--- src/rtl/evt_stat_pkg.sv ---
package evt_stat_pkg;
  localparam int REG_W   = 8;
  localparam int POS_PON = 7;
  localparam int POS_CME = 5;
  localparam int POS_EXE = 4;
  localparam int POS_QYE = 2;
  localparam int POS_OPC = 0;

  function automatic logic [REG_W-1:0] used_mask();
    logic [REG_W-1:0] m;
    m = '0;
    m[POS_PON] = 1'b1;
    m[POS_CME] = 1'b1;
    m[POS_EXE] = 1'b1;
    m[POS_QYE] = 1'b1;
    m[POS_OPC] = 1'b1;
    return m;
  endfunction

  localparam logic [REG_W-1:0] USED_MASK = used_mask();

  // any enabled event present
  function automatic logic masked_any(input logic [REG_W-1:0] ev,
                                      input logic [REG_W-1:0] en);
    return |(ev & en);
  endfunction
endpackage

--- src/rtl/evt_edge_cell.sv ---
module evt_edge_cell (
  input  logic clk,
  input  logic rst_n,
  input  logic src_i,
  input  logic clr_i,
  output logic set_o,
  output logic bit_o
);
  logic prev_q;
  logic bit_q;

  // rising edge of the source is the set event
  assign set_o = src_i & ~prev_q;
  assign bit_o = bit_q;

  always_ff @(posedge clk or negedge rst_n) begin
    if (!rst_n) begin
      prev_q <= 1'b0;
      bit_q  <= 1'b0;
    end else begin
      prev_q <= src_i;
      // set wins over clear in the same cycle
      bit_q  <= clr_i ? set_o : (bit_q | set_o);
    end
  end
endmodule

--- src/rtl/evt_por_cell.sv ---
module evt_por_cell (
  input  logic clk,
  input  logic rst_n,
  input  logic clr_i,
  output logic set_o,
  output logic bit_o
);
  logic pend_q;
  logic bit_q;

  assign set_o = pend_q;
  assign bit_o = bit_q;

  always_ff @(posedge clk or negedge rst_n) begin
    if (!rst_n) begin
      pend_q <= 1'b1;
      bit_q  <= 1'b0;
    end else begin
      pend_q <= 1'b0;
      bit_q  <= clr_i ? set_o : (bit_q | set_o);
    end
  end
endmodule

--- src/rtl/evt_enable_reg.sv ---
module evt_enable_reg
  import evt_stat_pkg::*;
(
  input  logic             clk,
  input  logic             rst_n,
  input  logic             wr_i,
  input  logic [REG_W-1:0] wdata_i,
  output logic [REG_W-1:0] q_o
);
  logic [REG_W-1:0] q;

  always_ff @(posedge clk or negedge rst_n) begin
    if (!rst_n)    q <= '0;
    else if (wr_i) q <= wdata_i & USED_MASK;
  end

  assign q_o = q;
endmodule

--- src/rtl/evt_summary.sv ---
module evt_summary
  import evt_stat_pkg::*;
(
  input  logic [REG_W-1:0] ev_i,
  input  logic [REG_W-1:0] en_i,
  output logic             sum_o
);
  assign sum_o = masked_any(ev_i, en_i);
endmodule

--- src/rtl/evt_stat_core.sv ---
module evt_stat_core
  import evt_stat_pkg::*;
(
  input  logic             clk,
  input  logic             rst_n,
  input  logic             ev_op_done_i,
  input  logic             ev_qry_err_i,
  input  logic             ev_exec_err_i,
  input  logic             ev_cmd_err_i,
  input  logic             en_wr_i,
  input  logic [REG_W-1:0] en_wdata_i,
  output logic [REG_W-1:0] en_rdata_o,
  input  logic             qry_rd_i,
  output logic [REG_W-1:0] qry_rdata_o,
  output logic             sum_o
);
  // named internal events for the checker
  logic [REG_W-1:0] set_vec;
  logic [REG_W-1:0] ev_vec;
  logic [REG_W-1:0] en_vec;
  logic             clr_evt;

  assign clr_evt = qry_rd_i;

  for (genvar i = 0; i < REG_W; i++) begin : g_bit
    if (i == POS_PON) begin : g_por
      evt_por_cell u_cell (
        .clk  (clk),
        .rst_n(rst_n),
        .clr_i(clr_evt),
        .set_o(set_vec[i]),
        .bit_o(ev_vec[i])
      );
    end else if (USED_MASK[i]) begin : g_edge
      logic src;
      assign src = (i == POS_CME) ? ev_cmd_err_i  :
                   (i == POS_EXE) ? ev_exec_err_i :
                   (i == POS_QYE) ? ev_qry_err_i  : ev_op_done_i;
      evt_edge_cell u_cell (
        .clk  (clk),
        .rst_n(rst_n),
        .src_i(src),
        .clr_i(clr_evt),
        .set_o(set_vec[i]),
        .bit_o(ev_vec[i])
      );
    end else begin : g_none
      assign set_vec[i] = 1'b0;
      assign ev_vec[i]  = 1'b0;
    end
  end

  evt_enable_reg u_en (
    .clk    (clk),
    .rst_n  (rst_n),
    .wr_i   (en_wr_i),
    .wdata_i(en_wdata_i),
    .q_o    (en_vec)
  );

  evt_summary u_sum (
    .ev_i (ev_vec),
    .en_i (en_vec),
    .sum_o(sum_o)
  );

  assign qry_rdata_o = ev_vec;
  assign en_rdata_o  = en_vec;
endmodule

--- config.mk ---
export PLATFORM = sky130hd
export DESIGN_NAME = evt_stat_core
export DESIGN_NICKNAME = d
export VERILOG_FILES = /design/src/rtl/evt_stat_pkg.sv /design/src/rtl/evt_edge_cell.sv /design/src/rtl/evt_por_cell.sv /design/src/rtl/evt_enable_reg.sv /design/src/rtl/evt_summary.sv /design/src/rtl/evt_stat_core.sv
export SDC_FILE = /design/constraint.sdc
export NUM_CORES = 1
export LEC_CHECK = 0
export ABC_AREA = 0
export BUFFER_PORTS_ARGS = -buffer_cell sky130_fd_sc_hd__buf_2
export CORE_MARGIN = 5
export CORE_UTILIZATION = 48
export CTS_BUF_LIST = sky130_fd_sc_hd__clkbuf_4 sky130_fd_sc_hd__clkbuf_8
export DETAILED_ROUTE_END_ITERATION = 6
export PLACE_DENSITY_LB_ADDON = 0.05
export SLEW_MARGIN = 20
export SYNTH_ARGS = -nofsm -noshare
export SYNTH_HDL_FRONTEND = slang
export SYNTH_HIERARCHICAL = 1
export SYNTH_SLANG_ARGS = --single-unit
--- constraint.sdc ---
create_clock -name clk -period 2.2 [get_ports clk]
set_input_delay 0.44 -clock clk [delete_from_list [all_inputs] [get_ports clk]]
set_output_delay 0.44 -clock clk [all_outputs]
set_load 0.02 [all_outputs]
# After elaboration in Yosys (flattened, before gate mapping)
# Index checks and enable logic that the tools add are counted.
op_classes:
  n_mux: 5
  n_bitwise: 14
  n_reduce_logical: 1
op_table:
  columns: ["op", "count"]
  rows:
  - ["$and A8 B8 Y8", 1]
  - ["$reduce_or A8 Y1", 1]
  - ["$mux W1", 5]
  - ["$or A1 B1 Y1", 5]
  - ["$and A1 B1 Y1", 4]
  - ["$not A1 Y1", 4]
word_totals:
  register_bits: 15
  output_inout_bits: 17

# Longest topological paths before layout
# Gate-level depths: netlist (run 1).
depth:
  depth_word: 4
  mapped_depth: 3
  ltp_nobuf: 2

# Cells and area by module
# Netlist (run 1), hierarchy kept.
by_module_without_submodules:
  columns: ["module", "instances", "cells_per_inst", "area_per_inst_um2", "seq_area_each_um2"]
  rows:
  - ["evt_edge_cell", 4, 5, 75.1, 50.0]
  - ["evt_enable_reg", 1, 14, 207.7, 125.1]
  - ["evt_por_cell", 1, 5, 66.3, 51.3]
  - ["evt_summary", 1, 5, 36.3, 0.0]
  - ["evt_stat_core", 1, 4, 26.3, 0.0]

# Worst setup path after synthesis (run 1)
# OpenSTA, ideal clock, no wires.
synth_timing:
  kind: "reg-to-output"
  from: "register g_bit[5].g_edge.u_cell.bit_q"
  to: "output port sum_o"
  arrival_ps: 893
  t_required_ps: 1760
  slack_ps: 867
  path_stages_with_launch: 3
  path_buffers: 0
  path_cell_list: "dfrtp_1 > a22oi_1 > nand4_1"
synth_via:
  elab_chain_cells: 2
synth_lines:
  columns: ["item", "line_no", "rtl"]
  rows:
  - ["start: declaration", "evt_edge_cell.sv:10", "logic bit_q;"]
  - ["start signal: assignment", "evt_edge_cell.sv:23", "bit_q <= clr_i ? set_o : (bit_q | set_o);"]
  - ["$and A8 B8 Y8", "evt_stat_pkg.sv:25", "return |(ev & en);"]
  - ["$reduce_or A8 Y1", "evt_stat_pkg.sv:25", null]
  - ["end: declaration", "evt_stat_core.sv:15", "output logic sum_o"]
# No other way between the ends.

# Final worst setup path (run 1)
layout_timing:
  from: "register g_bit[0].g_edge.u_cell.bit_q"
  to: "output port sum_o"
layout_via:
  elab_chain_cells: 2
layout_lines:
  columns: ["item", "line_no"]
  rows:
  - ["start: declaration", "evt_edge_cell.sv:10"]
  - ["start signal: assignment", "evt_edge_cell.sv:23"]
  - ["$and A8 B8 Y8", "evt_stat_pkg.sv:25"]
  - ["$reduce_or A8 Y1", "evt_stat_pkg.sv:25"]
# No other way between the ends.

==> flow_results.org, run 1 <==
** Detailed routing
- Via total after detailed routing :: 406
- The count of nets left with antenna violations once routing finished came out at 0.
- Via/cell ratio :: 4.46
- In the routed design, unresolved DRC markers number 0.
- For this run, the detailed router's first-pass iteration total came to 2.
- After the first detailed-routing iteration, the DRC count stood at 3.
- After detailed routing, the total wire length is 1090 microns.
- In the final routed layout, each cell accounts on average for 12.0 microns.

** Layout
- Compared with the post-synthesis result, the final layout area differs by 22.8%.
- The net count of the finished layout is 93.
- Most common library cell in the layout ignoring fill and taps :: sky130_fd_sc_hd__buf_2
- In the layout the commonest cells are sky130_fd_sc_hd__buf_2 (23), sky130_fd_sc_hd__dfrtp_1 (14), sky130_fd_sc_hd__conb_1 (10).
- Share of final-layout standard cells stronger than drive strength 1 :: 0.487
- Antenna diode instance count :: 0

** Worst setup path
- CP max FO :: 3
- Critical path type :: reg -> out
- Data on the critical path is required at its endpoint by 1.76 ns.
- Worst endpoint data arrival time :: 1.18 ns
- Endpoint type of the worst setup path :: output port
- The worst setup path is launched from a register.

** STA
- Setup total negative slack on the finished layout was measured at 0 ns.
- Max Clock Skew :: 0.00368 ns
- Unrepaired setup endpoints after global routing :: no
- Hold Vio Cnt, Final :: 0
- In the finished design, the share of the clock period the worst path needs comes to 0.738.
- Based on the critical path, the design can be clocked at up to 616 MHz.
- Setup violations remaining at the end of the flow were counted as 0.
- Final worst setup slack :: 0.577 ns
- The final count of pins violating max slew was 0.
- Post-route minimum period :: 1.62 ns

** Synthesis
- In this run the mean area of a mapped cell was 13.3 sq um.
- After synthesis the netlist holds a flip-flop and latch count of 15.
- For this run, the number of Yosys warnings is 6.
- Counting distinct cell types in the post-synthesis netlist gives 10.
- In the synthesized netlist, the number of instances is 48.
- In this run the cell area of the synthesized design comes to 637 sq um.
- Proportion of synthesized chip area in sequential cells :: 0.591

** Floorplan
- Std-Cell Core Area :: 1280 sq um
- Initial Util :: 0.496
- Width of the chip :: 46.4 microns
- Area of the die :: 2160 sq um
- Num ports :: 33
- After floorplanning, the core was divided into 13 placement rows.
- Measured along the y axis, the die boundary spans 46.4 microns.

** CTS
- Deepest level of the CTS H-tree :: 1
- Clock sink count :: 15
- In this run, CTS created clock tree buffers numbering 3.
- Post-cts repair resize count :: 0
- In this run, post-CTS hold repair placed 0 buffers.
- CTS max path bufs :: 2
- Clock tree root buffer cell :: sky130_fd_sc_hd__clkbuf_4
- Once the clock tree was built, the setup fixing pass inserted 0 buffers.
- Skew-Pair Late Insertion Delay :: 0.27 ns
- TritonCTS clock tree :: built
- Clock-pin slew was measured on the worst setup and hold paths at 0.08 ns.

** Global route
- Wire length of the first global-routing pass :: 1740 microns
- Number of global-route vias before repair :: 408
- In the global route stage, overall resource usage came out at 0.119.
- Pin count of the biggest net entering global routing :: 16
- Remaining global-route overflow :: 0
- Initial antenna violation count :: 0

** Power
- Final Total Pwr :: 581 uW
- The analysis attributes to cell leakage a power of 0.439 nW.
- Power spread over the standard cell area amounts to 743 nW/um^2.
- Across the VDD grid, the largest voltage drop is 0.000459 V.

** Outcome
- Result of the run :: complete, no violations

** Flow run
- The tool flagged a number of max-cap violations equal to 0.

** Min path
- Path class of the lowest-slack min-delay path :: in -> async

** Placed design
- RD Place Congestion :: 0.652
- Input and output buffers added on the ports amount to 23.
- Pre-CTS setup slack :: 0.883 ns
## final cells by class
class	count	area, sq um
Clock buffer	4	30.0
Fill cell	122	503
Inverter	5	18.8
Multi-Input combinational cell	29	223
Sequential cell	15	377
Tap cell	15	18.8
Timing Repair Buffer	23	115
## state kept, by name, summed over array words and instances, names as in the netlist
name	flops
u_en/q_o	5
g_bit.g_edge.u_cell/bit_o	4
g_bit.g_edge.u_cell/prev_q	4
g_bit.g_por.u_cell/bit_o	1
g_bit.g_por.u_cell/set_o	1
## final timing paths
path	from	end	slack (ns)	cells past startpoint
max	g_bit[0].g_edge.u_cell/bit_o$_DFF_PN0_	sum_o	0.58	3
min reg2reg	g_bit[2].g_edge.u_cell/bit_o$_DFF_PN0_	g_bit[2].g_edge.u_cell/bit_o$_DFF_PN0_	0.52	1
min	rst_n	u_en/q_o[7]$_DFFE_PN0P_	0.05	1
max in group asynchronous	rst_n	g_bit[7].g_por.u_cell/set_o$_DFF_PN1_	1.86	1
max reg2reg	u_en/q_o[4]$_DFFE_PN0P_	u_en/q_o[4]$_DFFE_PN0P_	1.43	1
min in group clk	ev_exec_err_i	g_bit[4].g_edge.u_cell/prev_q$_DFF_PN0_	0.28	1
## synthesized netlist by cell type, drive strengths merged
master,count,area share
a21o,5,0.059
a22oi,4,0.047
buf,6,0.071
conb,3,0.018
dfrtp,14,0.55
dfstp,1,0.041
inv,5,0.029
mux2,5,0.088
nand4,1,0.0098
nor2b,4,0.086
## report_power, final
| group | total [mW] | internal, mW | switching, mW | leakage, nW |
|---|---|---|---|---|
| sequential | 0.314 | 0.298 | 0.0155 | 0.175 |
| combinational | 0.106 | 0.0437 | 0.0620 | 0.246 |
| clock | 0.162 | 0.0826 | 0.0795 | 0.0184 |
| total | 0.581 | 0.424 | 0.157 | 0.439 |
## worst max-delay path: stages (launching register included)
cell                      delay (ns)
sky130_fd_sc_hd__dfrtp_1        0.40
sky130_fd_sc_hd__a22oi_1        0.23
sky130_fd_sc_hd__nand4_1        0.11
sky130_fd_sc_hd__buf_2          0.17
## cell families after synthesis
group | Yosys count | synth area share
AND/OR/NAND/NOR | 5 | 0.0963
buffers and inverters | 11 | 0.100
other | 3 | 0.0177
flip-flops | 15 | 0.591
multiplexers | 5 | 0.0884
AO/OA/AOI/OAI | 9 | 0.106
## metrics by stage
stage | area, sq um | utilization | std cells | hold slack, ns
6_report | 782 | 0.609 | 91 | 0.0462
5_1_grt | 782 | 0.609 | 91 | 0.0451
4_1_cts | 782 | 0.609 | 91 | 0.0451
3_5_place_dp | 752 | 0.585 | 87 | 0.354
3_3_place_gp | 752 | 0.585 | 87 | 0.357
2_1_floorplan | 663 | - | 55 | 0.144
## layer usage
metal | routed length (microns) | vias to the layer above | part of all wire | track usage
met5 | 0 | - | 0 | 0
met4 | 0 | 0 | 0 | 0.0682
met3 | 136 | 0 | 0.12 | 0.0430
met2 | 485 | 20 | 0.44 | 0.168
met1 | 468 | 186 | 0.43 | 0.158
li1 | - | 200 | - | -
No activity file was read; power rests on OpenSTA's default activity.
==> run 2: changes to the inputs <==
--- a/config.mk
+++ b/config.mk
@@ -5,10 +5,10 @@
 export SDC_FILE = /design/constraint.sdc
 export NUM_CORES = 1
 export LEC_CHECK = 0
-export ABC_AREA = 0
+export ABC_AREA = 1
 export BUFFER_PORTS_ARGS = -buffer_cell sky130_fd_sc_hd__buf_2
 export CORE_MARGIN = 5
-export CORE_UTILIZATION = 48
+export CORE_UTILIZATION = 46
 export CTS_BUF_LIST = sky130_fd_sc_hd__clkbuf_4 sky130_fd_sc_hd__clkbuf_8
 export DETAILED_ROUTE_END_ITERATION = 6
 export PLACE_DENSITY_LB_ADDON = 0.05
==> constraint.sdc (replaced) <==
create_clock -name clk -period 1.5 [get_ports clk]
set_input_delay 0.3 -clock clk [delete_from_list [all_inputs] [get_ports clk]]
set_output_delay 0.3 -clock clk [all_outputs]
set_load 0.02 [all_outputs]
==> run 2 against run 1 <==
  * Flip-flop and latch count is the same
  * Die area grew 5.0%
  * Core utilization grew 0.21 points
  * Final area grew 2.9%
  * Clock power grew 46%
  * Register-to-register slack lost 0.59 ns
  * Highest routed layer is now met4
  * Sequential power grew 45%
  * Via count grew 19%
==> flow_results.org, run 2 <==
** Floorplan
- Initial Util :: 0.493
- The die covers 2260 sq um.
- Site row count :: 13
- During I/O placement, the number of pins put on the boundary was 33.
- Die height :: 47.6 microns
- Width of the chip :: 47.6 microns
- Std-Cell Core Area :: 1320 sq um

** Global route
- Global routing finished with a remaining overflow of 0.
- Entering global routing, the biggest net connects 16 pins.
- The first global-routing pass estimated 1790 microns of wire.
- Initial antenna violation count :: 0
- Number of global-route vias before repair :: 435
- Across every metal layer, demand over resource in global routing totals 0.117.

** Synthesis
- Area of the mapped netlist :: 649 sq um
- Yosys synthesis warning count :: 6
- In the synthesized netlist, the number of instances is 79.
- A synthesized cell averages 8.22 sq um.

** STA
- The clock arrives with 0.000770 ns of skew.
- Setup violation total in the final timing report :: 0
- Post-route minimum period :: 1.39 ns
- Period utilization :: 0.928
- Based on the critical path, the design can be clocked at up to 719 MHz.
- Unrepaired setup endpoints after global routing :: no
- On the final layout, the worst hold slack is 0.151 ns.
- Number of max-slew violations in the final report :: 0
- The final hold violation count was 0.
- Setup TNS after final layout :: 0 ns

** Layout
- Most used cells in the layout excluding fill and tap cells :: sky130_fd_sc_hd__nand2_1 (38), sky130_fd_sc_hd__buf_2 (23), sky130_fd_sc_hd__dfrtp_1 (14), sky130_fd_sc_hd__conb_1 (10), sky130_fd_sc_hd__inv_1 (10)
- Share of final-layout standard cells stronger than drive strength 1 :: 0.306
- The library cell used most frequently in the layout, excluding fill and tap cells, is sky130_fd_sc_hd__nand2_1.
- Max reg flops :: 5
- Util after Layout :: 0.611
- The number of antenna diodes in the final layout is 0.
- From synthesis to final layout, the design area changed by 23.9%.
- After the last flow step, the layout net total stands at 125.

** Placed design
- I/O Buffers :: 23
- The wire-length estimate of the detail-placed layout is 899 microns.
- At the end of routability-driven placement, the weighted congestion stood at 0.695.

** Worst setup path
- The critical path goes through nand2_1 > nand2_1 > nor2_1 > nand2_1 > buf_2.
- CP delay by family, top :: flip-flops
- For the worst setup path, the data required time is 1.20 ns.
- The most numerous cell type found on the critical path is sky130_fd_sc_hd__nand2_1.
- For the worst flop-to-flop path, the logic depth is 2.
- Worst Setup Start Kind :: register
- Highest-delay cell along the critical path :: sky130_fd_sc_hd__dfrtp_1
- Together, buffers and inverters on the worst path number 1.
- Data on the critical path arrives at its endpoint at 1.09 ns.
- The worst setup path is of the reg -> out kind.
- In this design, the stage delay of the slowest critical-path cell is 0.41 ns.
- Critical path depth in cells :: 5
- STA classifies the critical path endpoint as an output port.
- In this run the worst path has a maximum fanout of 3.

** Min path
- Cell depth of the worst hold path :: 1
- Path class of the lowest-slack min-delay path :: in -> reg

** CTS
- TritonCTS clock tree :: built
- At the later pin of the worst-skew pair, clock insertion delay measures 0.27 ns.
- CTS built an H-tree with a depth of 1.
- The clock net in this run drives a total of 15 sinks.
- Clock Pin Slew Worst Setup and Hold Paths :: 0.08 ns
- Clock tree root buffer cell :: sky130_fd_sc_hd__clkbuf_4
- Clock buffer count from CTS :: 3
- CTS max path bufs :: 2
- Buffers added to address setup during post-CTS repair amount to 0.

** Detailed routing
- Detailed-routing iteration count for the pre-antenna-repair pass :: 4
- In this run the remaining antenna-violating nets after routing total 0.
- Via total after detailed routing :: 482
- Average wire per standard cell :: 9.15 microns
- In this run, the number of DRC markers left after iteration 0 of detailed routing was 2.
- Via/cell ratio :: 3.92
- DRT Wirelength :: 1130 microns
- Final routed DRC violation total :: 0

** Power
- IR analysis of the VDD net gives a maximum drop of 0.000528 V.
- Leakage :: 0.500 nW
- In this run the power density over the cells is 1050 nW/um^2.
- The design draws 843 uW.

** Flow run
- The tool flagged a number of max-cap violations equal to 0.

** Outcome
- Result of the run :: complete, no violations
==> run 2: what timing repair did <==
item	4_1_cts	5_1_grt
gates resized for setup	0	0
hold endpoints to repair	14	0
hold buffers	1	0
==> run 2: routing by layer <==
layer  GRT usage  routed length, microns
met5           0                       0
met4      0.0806                      12
met3      0.0226                     109
met2       0.182                     553
met1       0.146                     450
==> run 2: worst paths after layout <==
path | from | endpoint | slack (ns)
min in group asynchronous | rst_n | g_bit[2].g_edge.u_cell/bit_o$_DFF_PN0_ | 0.46
min | ev_exec_err_i | g_bit[4].g_edge.u_cell/prev_q$_DFF_PN0_ | 0.15
min reg2reg | g_bit[2].g_edge.u_cell/prev_q$_DFF_PN0_ | g_bit[2].g_edge.u_cell/bit_o$_DFF_PN0_ | 0.48
max reg2reg | g_bit[7].g_por.u_cell/set_o$_DFF_PN1_ | g_bit[7].g_por.u_cell/bit_o$_DFF_PN0_ | 0.84
max | g_bit[5].g_edge.u_cell/bit_o$_DFF_PN0_ | sum_o | 0.11
max in group asynchronous | rst_n | g_bit[7].g_por.u_cell/set_o$_DFF_PN1_ | 0.75
==> run 2: report_power, final <==
group,switching [mW],internal (mW)
Combinational,0.101,0.0511
Sequential,0.0186,0.435
Clock,0.115,0.121
==> run 2: final cells by class <==
cell class                 count  area [sq um]
multi-input combinational     54           213
timing repair buffer          24           125
tap                           15          18.8
sequential                    15           377
fill                         128           513
clock buffer                   4          30.0
inverter                      11          41.3
==> run 2: per-stage QoR <==
stage	worst slack, ns	std cells	area (sq um)
floorplan	0.396	86	676
finish	0.109	123	805
CTS	0.0872	123	805
global placement	0.407	118	764
detailed placement	0.406	118	764
global route	0.0141	123	805
==> run 3: changes to the inputs <==
--- a/config.mk
+++ b/config.mk
@@ -5,10 +5,9 @@
 export SDC_FILE = /design/constraint.sdc
 export NUM_CORES = 1
 export LEC_CHECK = 0
-export ABC_AREA = 1
 export BUFFER_PORTS_ARGS = -buffer_cell sky130_fd_sc_hd__buf_2
 export CORE_MARGIN = 5
-export CORE_UTILIZATION = 46
+export CORE_UTILIZATION = 45
 export CTS_BUF_LIST = sky130_fd_sc_hd__clkbuf_4 sky130_fd_sc_hd__clkbuf_8
 export DETAILED_ROUTE_END_ITERATION = 6
 export PLACE_DENSITY_LB_ADDON = 0.05
==> run 3 against run 2 <==
  * Via count down 14%
  * Final area up 4.4%
  * Non-clock buffer count up 4
  * Sequential share of layout area down 2.0 points
  * Core utilization up 2.7 points
  * Setup slack worse by 0.051 ns
  * Critical path type unchanged
  * Largest power group unchanged
==> flow_results.org, run 3 (synthesis gave the netlist of run 1 again) <==
** Outcome
- Result of the run :: complete, no violations

** Layout
- Of the cells placed in the final design, the portion with a size suffix greater than 1 is 0.543.
- Most common library cell in the layout ignoring fill and taps :: sky130_fd_sc_hd__buf_2
- The area growth from synthesis to layout is 31.8%.
- Most used cells in the layout excluding fill and tap cells :: sky130_fd_sc_hd__buf_2 (22), sky130_fd_sc_hd__dfrtp_1 (14), sky130_fd_sc_hd__conb_1 (10)
- The register with the most flip-flops in the layout has 5 of them.
- Antenna diode instance count :: 0
- Number of non-filler instances in the completed layout :: 96
- Count of nets after finishing :: 98

** CTS
- After clock tree synthesis, the clock-pin slew on the worst setup and hold paths is 0.09 ns.
- The clock reaches the later pin of the worst-skew pair after 0.27 ns.
- Clock sink count :: 15
- CTS built an H-tree with a depth of 1.
- Counting the buffers created by CTS gives 3.
- The cell sitting at the root of the clock tree is a sky130_fd_sc_hd__clkbuf_4.
- The clock passes through at most 2 buffers.
- TritonCTS clock tree :: built

** Floorplan
- The core region is 1320 sq um.
- The floorplan step set the die height to 47.6 microns.
- The initialized floorplan defines 13 standard-cell rows.
- Measured along the x axis, the die boundary spans 47.6 microns.
- For this design the top-level I/O count stands at 33.
- The initial utilization of the core area, before any placement, comes to 0.483.
- Area of the die :: 2270 sq um

** Detailed routing
- Dividing the detail-routed via count by the number of cells gives 4.31.
- Routed Antenna Nets :: 0
- For this run, design rule violations remaining after detail routing come to 0.
- The detailed router placed 414 vias in this run.
- In this run, the number of DRC markers left after iteration 0 of detailed routing was 0.
- Dividing the detail-routed wire length by the instance count gives 11.9 microns.
- DRT Wirelength :: 1140 microns
- Detailed-routing iteration count for the pre-antenna-repair pass :: 1

** STA
- Setup TNS after final layout :: 0 ns
- Period utilization :: 0.961
- The final hold violation count is 0.
- Setup violation total in the final timing report :: 0
- The clock period could shrink to 1.44 ns.
- Unrepaired setup endpoints after global routing :: yes
- Final worst setup slack :: 0.0582 ns
- The clock arrives with 0.000353 ns of skew.
- Timing would allow up to 694 MHz.
- The final count of pins violating max slew is 0.

** Worst setup path
- The worst register-to-register path has a setup slack of 0.60 ns.
- WP data required :: 1.20 ns
- Capturing point of the worst reg2reg path :: u_en/q_o[0]$_DFFE_PN0P_
- Endpoint type of the worst setup path :: output port
- End point of the critical path :: sum_o
- For the worst flop-to-flop path, the logic depth is 2.
- CP max FO :: 2
- Critical path launch point :: g_bit[5].g_edge.u_cell/bit_o$_DFF_PN0_
- Critical path type :: reg -> out
- Startpoint of the lowest-slack register-to-register path :: u_en/q_o[0]$_DFFE_PN0P_
- Worst Setup Start Kind :: register
- Worst endpoint data arrival time :: 1.14 ns

** Placed design
- Counting tap cells, the placed design contains a total of 87 instances.
- HPWL after detailed placement :: 864 microns
- Timing analysis after detailed placement gives a worst setup slack of 0.321 ns.
- Buffers placed on the I/O ports in this run total 23.
- RD Place Congestion :: 0.670

** Min path
- Counting instances, the worst hold path has a depth of 1.
- Path class of the lowest-slack min-delay path :: in -> reg

** Power
- Leakage :: 0.465 nW
- PwrDens :: 1050 nW/um^2
- The worst-case IR drop observed on VDD is 0.000620 V.

** Global route
- Wire length of the first global-routing pass :: 1620 microns
- Initial antenna violation count :: 0
- Pin count of the biggest net entering global routing :: 16
- Number of global-route vias before repair :: 388
- Global routing finished with a remaining overflow of 0.
- Aggregate global-route resource usage :: 0.107

** Flow run
- Across the run, the number of max-cap violations was 0.
[run 3: cell types whose count changed in the layout (fill, tap and decap cells not counted), sizes merged, moves of 5 or more]
cell / delta
inv: -6
a21o: +5
mux2: +5
nand2: -42
[run 3: per-layer routing]
layer | routed length [microns] | vias up | GRT usage
met4 | 0 | 0 | 0.0484
met3 | 164 | 0 | 0.0301
met2 | 482 | 24 | 0.158
li1 | - | 209 | -
met1 | 494 | 181 | 0.148
met5 | 0 | - | 0
[run 3: how the worst min path moves through the flow]
stage | startpoint | endpoint | slack, ns
finish | ev_op_done_i | g_bit[0].g_edge.u_cell/prev_q$_DFF_PN0_ | 0.14
global route | ev_exec_err_i | g_bit[4].g_edge.u_cell/prev_q$_DFF_PN0_ | 0.13
CTS | ev_exec_err_i | g_bit[4].g_edge.u_cell/prev_q$_DFF_PN0_ | 0.14
detailed placement | rst_n | g_bit[0].g_edge.u_cell/prev_q$_DFF_PN0_ | 0.22
global placement | rst_n | g_bit[0].g_edge.u_cell/prev_q$_DFF_PN0_ | 0.22
floorplan | rst_n | g_bit[0].g_edge.u_cell/bit_o$_DFF_PN0_ | 0.004
[run 3: final cells by class]
type	instances	area, sq um
fill	108	478
sequential	15	377
multi-input combinational	29	238
timing repair buffer	28	158
clock buffer	4	30.0
inverter	5	18.8
tap	15	18.8
[run 3: what timing repair did]
action,CTS,global route
setup buffers,0,4
setup endpoints to repair,0,1
gates resized for setup,0,4
hold endpoints to repair,14,0
hold buffers,1,0
[run 3: report_power, final]
group | internal (mW) | switching, mW | leakage, nW | total, mW
registers | 0.437 | 0.0249 | 0.175 | 0.462
clock network | 0.121 | 0.124 | 0.0184 | 0.245
logic | 0.0816 | 0.0961 | 0.272 | 0.178
total | 0.640 | 0.245 | 0.465 | 0.885
[run 3: critical path, stage by stage (launching register included)]
cell and delay [ns]:
sky130_fd_sc_hd__dfrtp_1 0.40, sky130_fd_sc_hd__a22oi_2 0.20, sky130_fd_sc_hd__nand4_1 0.11, sky130_fd_sc_hd__buf_4 0.17
[run 3: stage by stage]
| stage | instance area (sq um) | power, mW | hold slack [ns] | util |
|---|---|---|---|---|
| 6_report | 840 | 0.885 | 0.138 | 0.637 |
| 5_1_grt | 840 | 0.929 | 0.131 | 0.637 |
| 4_1_cts | 792 | 0.870 | 0.137 | 0.601 |
| 3_5_place_dp | 752 | 0.625 | 0.217 | 0.571 |
| 3_3_place_gp | 752 | 0.623 | 0.219 | 0.571 |
| 2_1_floorplan | 663 | 0.572 | 0.00441 | - |
